`config.mk`:
```
export PLATFORM = sky130hd
export DESIGN_NAME = hier_weighted_arb
export DESIGN_NICKNAME = d
export VERILOG_FILES = /design/src/rtl/hwarb_pkg.sv /design/src/rtl/hwarb_pick.sv /design/src/rtl/hwarb_level.sv /design/src/rtl/hier_weighted_arb.sv
export SDC_FILE = /design/constraint.sdc
export NUM_CORES = 1
export LEC_CHECK = 0
export BUFFER_PORTS_ARGS = -buffer_cell sky130_fd_sc_hd__buf_2
export CAP_MARGIN = 20
export CORE_UTILIZATION = 40
export DETAILED_ROUTE_END_ITERATION = 10
export SLEW_MARGIN = 20
export SYNTH_ARGS = -nofsm -noshare
export SYNTH_HDL_FRONTEND = slang
export SYNTH_HIERARCHICAL = 1
export SYNTH_SLANG_ARGS = --single-unit
export TNS_END_PERCENT = 5
```
`constraint.sdc`:
```
create_clock -name clk -period 5.2 [get_ports clk]
set_input_delay 0.78 -clock clk [delete_from_list [all_inputs] [get_ports clk]]
set_output_delay 0.78 -clock clk [all_outputs]
set_load 0.02 [all_outputs]
```
`src/rtl/hwarb_pkg.sv`:
```
package hwarb_pkg;

  // Circular successor of an entry index within a rotation of n entries.
  function automatic int unsigned step_wrap(int unsigned idx, int unsigned n);
    return (idx + 1 >= n) ? 0 : idx + 1;
  endfunction

  // Turns still owed to an entry after it is granted once more.
  function automatic int unsigned turns_left(bit keep_owner, int unsigned cnt,
                                             int unsigned wt);
    return keep_owner ? cnt - 1 : wt;
  endfunction

endpackage

```
`src/rtl/hwarb_pick.sv`:
```
module hwarb_pick #(
  parameter int N_ENT = 3,
  parameter int IDX_W = 2
) (
  input  logic [N_ENT-1:0] elig,
  input  logic [IDX_W-1:0] start,
  output logic             found,
  output logic [IDX_W-1:0] idx
);
  // First eligible entry at or after start, wrapping around.
  always_comb begin
    int c;
    found = 1'b0;
    idx   = '0;
    for (int k = N_ENT - 1; k >= 0; k--) begin
      c = int'(start) + k;
      if (c >= N_ENT) c = c - N_ENT;
      if (elig[c]) begin
        found = 1'b1;
        idx   = IDX_W'(c);
      end
    end
  end
endmodule

```
`src/rtl/hwarb_level.sv`:
```
module hwarb_level
  import hwarb_pkg::*;
#(
  parameter int N_DIR = 2,
  parameter int WT_W  = 4
) (
  input  logic               clk,
  input  logic               rst,
  input  logic               consult,
  input  logic [N_DIR-1:0]   dir_elig,
  input  logic               sub_elig,
  input  logic [N_DIR*WT_W-1:0] wt_dir,
  input  logic [WT_W-1:0]    wt_sub,
  output logic               level_any,
  output logic               pick_sub,
  output logic [N_DIR-1:0]   dir_gnt
);
  localparam int N_ENT = N_DIR + 1;
  localparam int IDX_W = $clog2(N_ENT);

  logic [IDX_W-1:0] ptr_q, start, pick_idx;
  logic [WT_W-1:0]  cnt_q, rem;
  logic [N_ENT-1:0] elig;
  logic [WT_W-1:0]  wt_ent [N_ENT];
  logic             found, upd, keep_owner, owner_gone;

  assign elig = {sub_elig, dir_elig};

  for (genvar i = 0; i < N_DIR; i++) begin : g_wt
    assign wt_ent[i] = wt_dir[i*WT_W +: WT_W];
  end
  assign wt_ent[N_DIR] = wt_sub;

  // An owner with turns left but no request forfeits them.
  assign owner_gone = (cnt_q != '0) && !elig[ptr_q];
  assign start = owner_gone ? IDX_W'(step_wrap(int'(ptr_q), N_ENT)) : ptr_q;

  hwarb_pick #(.N_ENT(N_ENT), .IDX_W(IDX_W)) u_pick (
    .elig  (elig),
    .start (start),
    .found (found),
    .idx   (pick_idx)
  );

  assign upd        = consult && found;
  assign keep_owner = (cnt_q != '0) && (pick_idx == ptr_q);
  assign rem = WT_W'(turns_left(keep_owner, int'(cnt_q), int'(wt_ent[pick_idx])));

  always_ff @(posedge clk) begin
    if (rst) begin
      ptr_q <= '0;
      cnt_q <= '0;
    end else if (upd) begin
      if (rem == '0) begin
        ptr_q <= IDX_W'(step_wrap(int'(pick_idx), N_ENT));
        cnt_q <= '0;
      end else begin
        ptr_q <= pick_idx;
        cnt_q <= rem;
      end
    end
  end

  assign level_any = found;
  assign pick_sub  = found && (pick_idx == IDX_W'(N_DIR));
  for (genvar i = 0; i < N_DIR; i++) begin : g_gnt
    assign dir_gnt[i] = upd && (pick_idx == IDX_W'(i));
  end


  picked_is_eligible_chk: assert property (@(posedge clk) disable iff (rst)
    upd |-> elig[pick_idx]);


  owner_yields_chk: assert property (@(posedge clk) disable iff (rst)
    (upd && owner_gone) |-> (pick_idx != ptr_q));

endmodule

```
`src/rtl/hier_weighted_arb.sv`:
```
module hier_weighted_arb #(
  parameter int LEVELS  = 3,
  parameter int PER_LVL = 2,
  parameter int WT_W    = 4
) (
  input  logic                            clk,
  input  logic                            rst,
  input  logic                            arb_point,
  input  logic [LEVELS*PER_LVL-1:0]       req,
  input  logic [LEVELS*PER_LVL-1:0]       en,
  input  logic [LEVELS*PER_LVL*WT_W-1:0]  unit_wt,
  input  logic [LEVELS*WT_W-1:0]          sub_wt,
  output logic [LEVELS*PER_LVL-1:0]       grant
);
  localparam int UNITS = LEVELS * PER_LVL;

  logic [UNITS-1:0]  elig_u, grant_d, grant_q;
  logic [LEVELS-1:0] any_dir, below, consult, pick_sub, level_any;

  assign elig_u = req & en;

  for (genvar k = 0; k < LEVELS; k++) begin : g_lvl
    assign any_dir[k] = |elig_u[k*PER_LVL +: PER_LVL];

    if (k == LEVELS - 1) begin : g_bottom
      assign below[k] = 1'b0;
    end else begin : g_mid
      assign below[k]     = below[k+1] | any_dir[k+1];
      assign consult[k+1] = consult[k] & pick_sub[k];
    end

    hwarb_level #(.N_DIR(PER_LVL), .WT_W(WT_W)) u_level (
      .clk       (clk),
      .rst       (rst),
      .consult   (consult[k]),
      .dir_elig  (elig_u[k*PER_LVL +: PER_LVL]),
      .sub_elig  (below[k]),
      .wt_dir    (unit_wt[k*PER_LVL*WT_W +: PER_LVL*WT_W]),
      .wt_sub    (sub_wt[k*WT_W +: WT_W]),
      .level_any (level_any[k]),
      .pick_sub  (pick_sub[k]),
      .dir_gnt   (grant_d[k*PER_LVL +: PER_LVL])
    );
  end

  assign consult[0] = arb_point;

  always_ff @(posedge clk) begin
    if (rst)            grant_q <= '0;
    else if (arb_point) grant_q <= grant_d;
  end

  assign grant = grant_q;


  onehot_grant_chk: assert property (@(posedge clk) disable iff (rst)
    $onehot0(grant_q));


  grant_hold_chk: assert property (@(posedge clk) disable iff (rst)
    !arb_point |=> $stable(grant_q));


  grant_enabled_chk: assert property (@(posedge clk) disable iff (rst)
    arb_point |=> ((grant_q & ~$past(elig_u)) == '0));


  idle_zero_chk: assert property (@(posedge clk) disable iff (rst)
    (arb_point && !level_any[0]) |=> (grant_q == '0));

endmodule

```
# Yosys cells after proc, flatten, opt, wreduce, memory -nomap -nowiden

Index checks and enable logic that the tools add are counted.

Bits in registers: 24
Bits of input ports: 51
Output and inout port bits: 6
Word-level logic and storage cells: 194

Add/sub/neg operators: 24
$lt $le $gt $ge: 30
Equal/unequal tests: 8
Muxes and demuxes: 87
Bitwise operators: 7
Reduce and logical (&&, ||, !) cells: 31

Operators with widths:

| kind                                                                                 | count |
|---|---|
| 32-bit by 4-bit less-than comparator with 1-bit output, second input constant        | 9 |
| 32-bit 2-to-1 mux                                                                    | 9 |
| 32-bit by 3-bit greater-or-equal comparator with 1-bit output, second input constant | 3 |
| 32-bit by 3-bit subtractor with 32-bit output, second input constant                 | 3 |
| 4-bit 2-to-1 mux                                                                     | 12 |
| 2-bit 2-to-1 mux                                                                     | 21 |
| 1-bit 2-to-1 mux                                                                     | 30 |
| 2-bit by 1-bit adder with 3-bit output, second input constant                        | 9 |
| 3-bit by 2-bit greater-or-equal comparator with 1-bit output, second input constant  | 9 |
| 1-bit binary-select mux with 2-bit select                                            | 12 |
| 4-bit binary-select mux with 2-bit select                                            | 3 |
| 1-bit logical AND                                                                    | 17 |
| 4-bit zero test                                                                      | 3 |
| 4-bit nonzero test                                                                   | 3 |
| 3-bit by 2-bit subtractor with 4-bit output, second input constant                   | 3 |
| 4-bit by 1-bit subtractor with 4-bit output, second input constant                   | 3 |
| 2-bit by 2-bit adder with 3-bit output, second input constant                        | 3 |
| 3-bit greater-or-equal comparator, second input constant                             | 3 |
| 2-bit by 3-bit less-than comparator with 1-bit output, second input constant         | 3 |
| 2-bit inverter with 3-bit output                                                     | 3 |
| 2-bit by 2-bit subtractor with 3-bit output, second input constant                   | 3 |
| 6-bit AND                                                                            | 1 |
| 2-bit by 1-bit == test with 1-bit output, second input constant                      | 3 |
| 2-bit == test                                                                        | 3 |
| 7 further kinds                                                                      | 16 |

# Logic depth before layout (Yosys ltp)

Word-level depth: 24
Mapped depth: 20
Mapped depth without buffers: 18

# Cells and area by module

Netlist, hierarchy kept.

By module, submodules not included:

| module            | instances | cells an instance | area an instance (µm²) |
|---|---|---|---|
| hwarb_level       | 3         | 79                | 660.6 |
| hwarb_pick        | 3         | 27                | 191.4 |
| hier_weighted_arb | 1         | 30                | 277.8 |

# Worst setup path before layout

Ideal clock, no wire load.

Path kind: input -> register
From: in req[4]
To: reg g_lvl[2].u_level.ptr_q[0]
Setup time: 0.091 ns
Data arrival time: 4.233 ns
Required time: 5.109 ns
Slack: 0.876 ns
Stages on the path: 19
Buffers on the path: 3
Cell sequence: a22o_1 -> or3_1 -> nor2b_1 -> o21ai_0 -> o41ai_1 -> inv_1 -> ha_1 -> buf_6 -> mux2i_1 -> o221ai_1 -> o311ai_0 -> buf_6 -> nor2_1 -> and3_1 -> and2_1 -> clkbuf_1 -> o21ai_0 -> a221oi_1 -> a311oi_1

Longest elaborated chain between the ends: 22
Elaborated cells between the ends (all ways): 115
Those cells by class: add/sub (16); order compare (10); eq/ne (3); mux (69); bitwise (5); reduce/logical (12)

RTL lines:

| item                                          | line                    | source |
|---|---|---|
| from (decl)                                   | hier_weighted_arb.sv:9  | `input logic [LEVELS*PER_LVL-1:0] req,` |
| 6-bit AND (*)                                 | hier_weighted_arb.sv:20 | `assign elig_u = req & en;` |
| 2-bit OR reduction (*)                        | hier_weighted_arb.sv:23 | `assign any_dir[k] = \|elig_u[k*PER_LVL +: PER_LVL];` |
| 1-bit bitwise OR (*)                          | hier_weighted_arb.sv:28 | `assign below[k] = below[k+1] \| any_dir[k+1];` |
| net below[0]                                  | hier_weighted_arb.sv:18 | `logic [LEVELS-1:0] any_dir, below, consult, pick_sub, level_any;` |
| 1-bit binary-select mux with 2-bit select (*) | hwarb_level.sv:35       | `assign owner_gone = (cnt_q != '0) && !elig[ptr_q];` |
| 1-bit 2-to-1 mux (not written as such) (*)    | hwarb_level.sv:35       |  |
| 1-bit zero test (*)                           | hwarb_level.sv:35       |  |
| 1-bit logical AND (*)                         | hwarb_level.sv:35       |  |
| [1 not listed]                                | n/a                     |  |
| net g_lvl[0].u_level.start[1]                 | hwarb_level.sv:21       | `logic [IDX_W-1:0] ptr_q, start, pick_idx;` |
| [8 not listed]                                | n/a                     |  |
| 2-bit 2-to-1 mux (*)                          | hwarb_pick.sv:18        | `if (elig[c]) begin` |
| net g_lvl[0].u_level.pick_idx[0]              | hwarb_level.sv:21       |  |
| 2-bit == test (*)                             | hwarb_level.sv:65       | `assign pick_sub = found && (pick_idx == IDX_W'(N_DIR));` |
| 1-bit logical AND (*)                         | hwarb_level.sv:65       |  |
| net pick_sub[0]                               | hier_weighted_arb.sv:18 |  |
| 1-bit AND (*) (2 in series)                   | hier_weighted_arb.sv:29 | `assign consult[k+1] = consult[k] & pick_sub[k];` |
| net consult[2]                                | hier_weighted_arb.sv:18 |  |
| 1-bit logical AND (*)                         | hwarb_level.sv:45       | `assign upd = consult && found;` |
| to (signal assigned)                          | hwarb_level.sv:55       | `ptr_q <= IDX_W'(step_wrap(int'(pick_idx), N_ENT));` |
| to (signal assigned)                          | hwarb_level.sv:58       | `ptr_q <= pick_idx;` |
| to (decl)                                     | hwarb_level.sv:21       |  |

Mark *: on every way through the listed nets, which the timed path passes. The rest lies on a longest branch. The select of a mux whose other input is x is not followed.
A chain may end at the register's enable or synchronous reset.

# Final worst setup path

From: in req[4]
To: reg g_lvl[0].u_level.ptr_q[0]

Longest elaborated chain between the ends: 24
Elaborated cells between the ends (all ways): 47
Those cells by class: add/sub (6); order compare (4); eq/ne (1); mux (27); bitwise (3); reduce/logical (6)

RTL lines:

| item                                                                                           | line                    | source |
|---|---|---|
| 6-bit AND (*)                                                                                  | hier_weighted_arb.sv:20 |  |
| 2-bit OR reduction (*)                                                                         | hier_weighted_arb.sv:23 |  |
| net any_dir[2]                                                                                 | hier_weighted_arb.sv:18 |  |
| 1-bit bitwise OR (*)                                                                           | hier_weighted_arb.sv:28 |  |
| net below[0]                                                                                   | hier_weighted_arb.sv:18 |  |
| 1-bit binary-select mux with 2-bit select (*)                                                  | hwarb_level.sv:35       |  |
| 1-bit 2-to-1 mux (not written as such) (*)                                                     | hwarb_level.sv:35       |  |
| 1-bit zero test (*)                                                                            | hwarb_level.sv:35       |  |
| [2 not listed]                                                                                 | n/a                     |  |
| net g_lvl[0].u_level.start[1]                                                                  | hwarb_level.sv:21       |  |
| [2 not listed]                                                                                 | n/a                     |  |
| 32-bit 2-to-1 mux                                                                              | hwarb_pick.sv:17        | `if (c >= N_ENT) c = c - N_ENT;` |
| 1-bit binary-select mux with 2-bit select                                                      | hwarb_pick.sv:18        |  |
| 1-bit 2-to-1 mux (not written as such) (2 in series)                                           | hwarb_pick.sv:18        |  |
| 2-bit 2-to-1 mux (2 in series)                                                                 | hwarb_pick.sv:18        |  |
| 2-bit 2-to-1 mux (*)                                                                           | hwarb_pick.sv:18        |  |
| net g_lvl[0].u_level.pick_idx[0]                                                               | hwarb_level.sv:21       |  |
| parallel branches: the longest is 6 deep, another holds 2-bit by 1-bit adder with 3-bit output | n/a                     |  |
| 2-bit 2-to-1 mux (*)                                                                           | hwarb_level.sv:54       | `if (rem == '0) begin` |
| to (signal assigned)                                                                           | hwarb_level.sv:55       |  |
| to (signal assigned)                                                                           | hwarb_level.sv:58       |  |
| to (decl)                                                                                      | hwarb_level.sv:21       |  |

Mark *: on every way through the listed nets, which the timed path passes. The select of a mux whose other input is x is not followed.

==> flow_summary.yaml <==
clock_tree:
  clock_sinks: 24
  hold_buffers: 0
  cts_max_level: 1
  ctsResizeCount: 0
  cts_tree: "done"
  cts_buffer_depth: 2
  clkTransAtPathRegs_ns: 0.09
  clkLatencyLatePin_ns: 0.27
  numCtsBuffers: 3
  postCtsSetupBuffers: 0
  cts_root_buffer: "clkbuf_8"
placement:
  dpl_worst_slack_ns: 0.607
  placed_cells: 496
  place_hpwl_um: 5180
  globalplace.congestion: 0.821
  io_buffers: 56
timing:
  fin_crit_ns: 4.34
  worstMarginPinSlew_ns: 1.63
  relSlewSlack_pct: -9.84
  whs_ns: 0.477
  drv_slew: 12
  hold_viol_final: 0
  layout_setup_ws_ns: 0.863
  fmax_mhz: 231
  min_period_over_period_pct: 83.4
  setup_violations: 0
  tns_ns: 0
  fin_skew_ns: 0.00278
  rsz0062_at_grt: "false"
synthesis:
  syn_area_um2: 2830
  synth_cells: 346
  yosysWarnings: 6
  syn_avg_cell_area_um2: 8.17
worst_hold_path:
  holdPathStages: 2
  hp-class: "flip-flop to flip-flop"
worst_setup_path:
  ff2ff_path_depth: 15
  path_cells: "buf_2 > a22o_1 > or3_1 > nor2b_1 > o21ai_0 > o41ai_1 > inv_1 > ha_1 > mux2i_1 > o221ai_1 > o311ai_1 > buf_4 > and2b_4 > o2bb2ai_1 > and2b_1 > a221oi_1 > a311oi_1"
  max_stage_delay_ns: 0.47
  worst-path-buf-inv: 3
  cp_data_required_time_ns: 5.34
  crit_cells: 17
  cp_max_fo: 12
  cp-start-kind: "input pin"
  slowest_stage: "or3_1"
  end_kind: "flip-flop"
  crit_type: "input pin to flip-flop"
  crit_family: "compound AO/OA/AOI/OAI gates"
  worstPathArrival_ns: 4.48
route:
  drtIter0Drc: 107
  drt_wl_total_um: 6630
  routedWlPerCell_um: 13.3
  ant_nets: 0
  drtPass1Iterations: 4
  drc: 0
  vias_per_cell: 5.39
  num_vias: 2694
floorplanning:
  num_rows: 30
  die_y_um: 86.1
  start_util_pct: 41.6
  core_um2: 6790
  die_area_um2: 7410
  io_pins: 57
  die_w_um: 86.1
power:
  power_density_nw_per_um2: 428
  ir_drop_mv: 0.192
  p_leak_nw: 1.32
final_layout:
  finalNonFillerCells: 500
  drive_above_1_share_pct: 20.8
  nFillCells: 697
  diodes: 0
  nets: 468
  area_growth_pct: 14.7
grt:
  grt_max_degree: 28
  grt_antenna_before_repair: 0
  grt_pass1_vias: 2394
  grt_pass1_wl_um: 11400
  overflow: 0
  track_usage_pct: 18.6
status:
  status: "finished with violations"
  violations: "slew limit"
run:
  cap_violations: 0
## cells in the final DEF, fill, tap and decap left out, types with 5 or more instances in the layout
master	n
buf_2	56
nand2_1	35
mux2i_1	30
dfxtp_1	24
nor2_1	23
inv_1	21
o21ai_0	18
nor2b_1	15
and2_1	12
ha_1	12
nor3_1	9
a21oi_1	9
a221oi_1	9
conb_1	7
o41ai_1	6
a2bb2oi_1	6
nand3b_1	6
o221ai_1	6
o32a_1	6
buf_4	5
## worst paths after layout
check                                                 end                 startpoint  slack, ns
worst max-delay path            g_lvl[0].u_level/ptr_q[0]                     req[4]       0.86
worst min-delay path            g_lvl[2].u_level/cnt_q[1]  g_lvl[2].u_level/cnt_q[1]       0.48
worst max register to register  g_lvl[1].u_level/ptr_q[0]  g_lvl[1].u_level/cnt_q[0]       1.32
worst min register to register  g_lvl[2].u_level/cnt_q[1]  g_lvl[2].u_level/cnt_q[1]       0.48
## layout make-up
class / count / area (µm²) / share of cell area [%]
Multi-Input combinational cell: 294 / 2170 / 67.0
Inverter: 21 / 78.8 / 2.43
Tap cell: 96 / 120 / 3.71
Clock buffer: 3 / 41.3 / 1.27
Clock inverter: 1 / 30.0 / 0.927
Timing Repair Buffer: 61 / 318 / 9.81
Sequential cell: 24 / 480 / 14.8
## worst min-delay path, cell delays in order, from the launching register on
cell and delay, ns:
dfxtp_1 0.33, nand2_1 0.06, a21oi_1 0.05
## per-stage QoR
step / total power [mW] / instance area [µm²] / util, %
6_report: 1.39 / 3240 / 47.7
5_1_grt: 1.51 / 3240 / 47.7
3_3_place_gp: 1.20 / 3170 / 46.6
4_1_cts: 1.38 / 3240 / 47.7
3_5_place_dp: 1.21 / 3170 / 46.6
2_1_floorplan: 1.06 / 2850 / -
## routing by layer
layer  part of all wire, %  global-route usage (%)  vias up  wire length [µm]
li1                      -                       -     1409                 -
met1                    53                    27.4     1226              3480
met2                    44                    29.8       57              2890
met3                   3.4                    1.73        2               223
met4                  0.41                    2.73        0                27
met5                     0                       0        -                 0
## power breakdown
part	leakage, nW	switching [mW]	internal [mW]
clock network	0.0357	0.0665	0.103
registers	0.194	0.0349	0.211
logic	1.09	0.534	0.437
total	1.32	0.635	0.751
## registers in the layout, indices dropped and copies added (netlist names)
signal	count
g_lvl.u_level/cnt_q	12
g_lvl.u_level/ptr_q	6
grant	6
No activity file was read; power rests on OpenSTA's default activity.
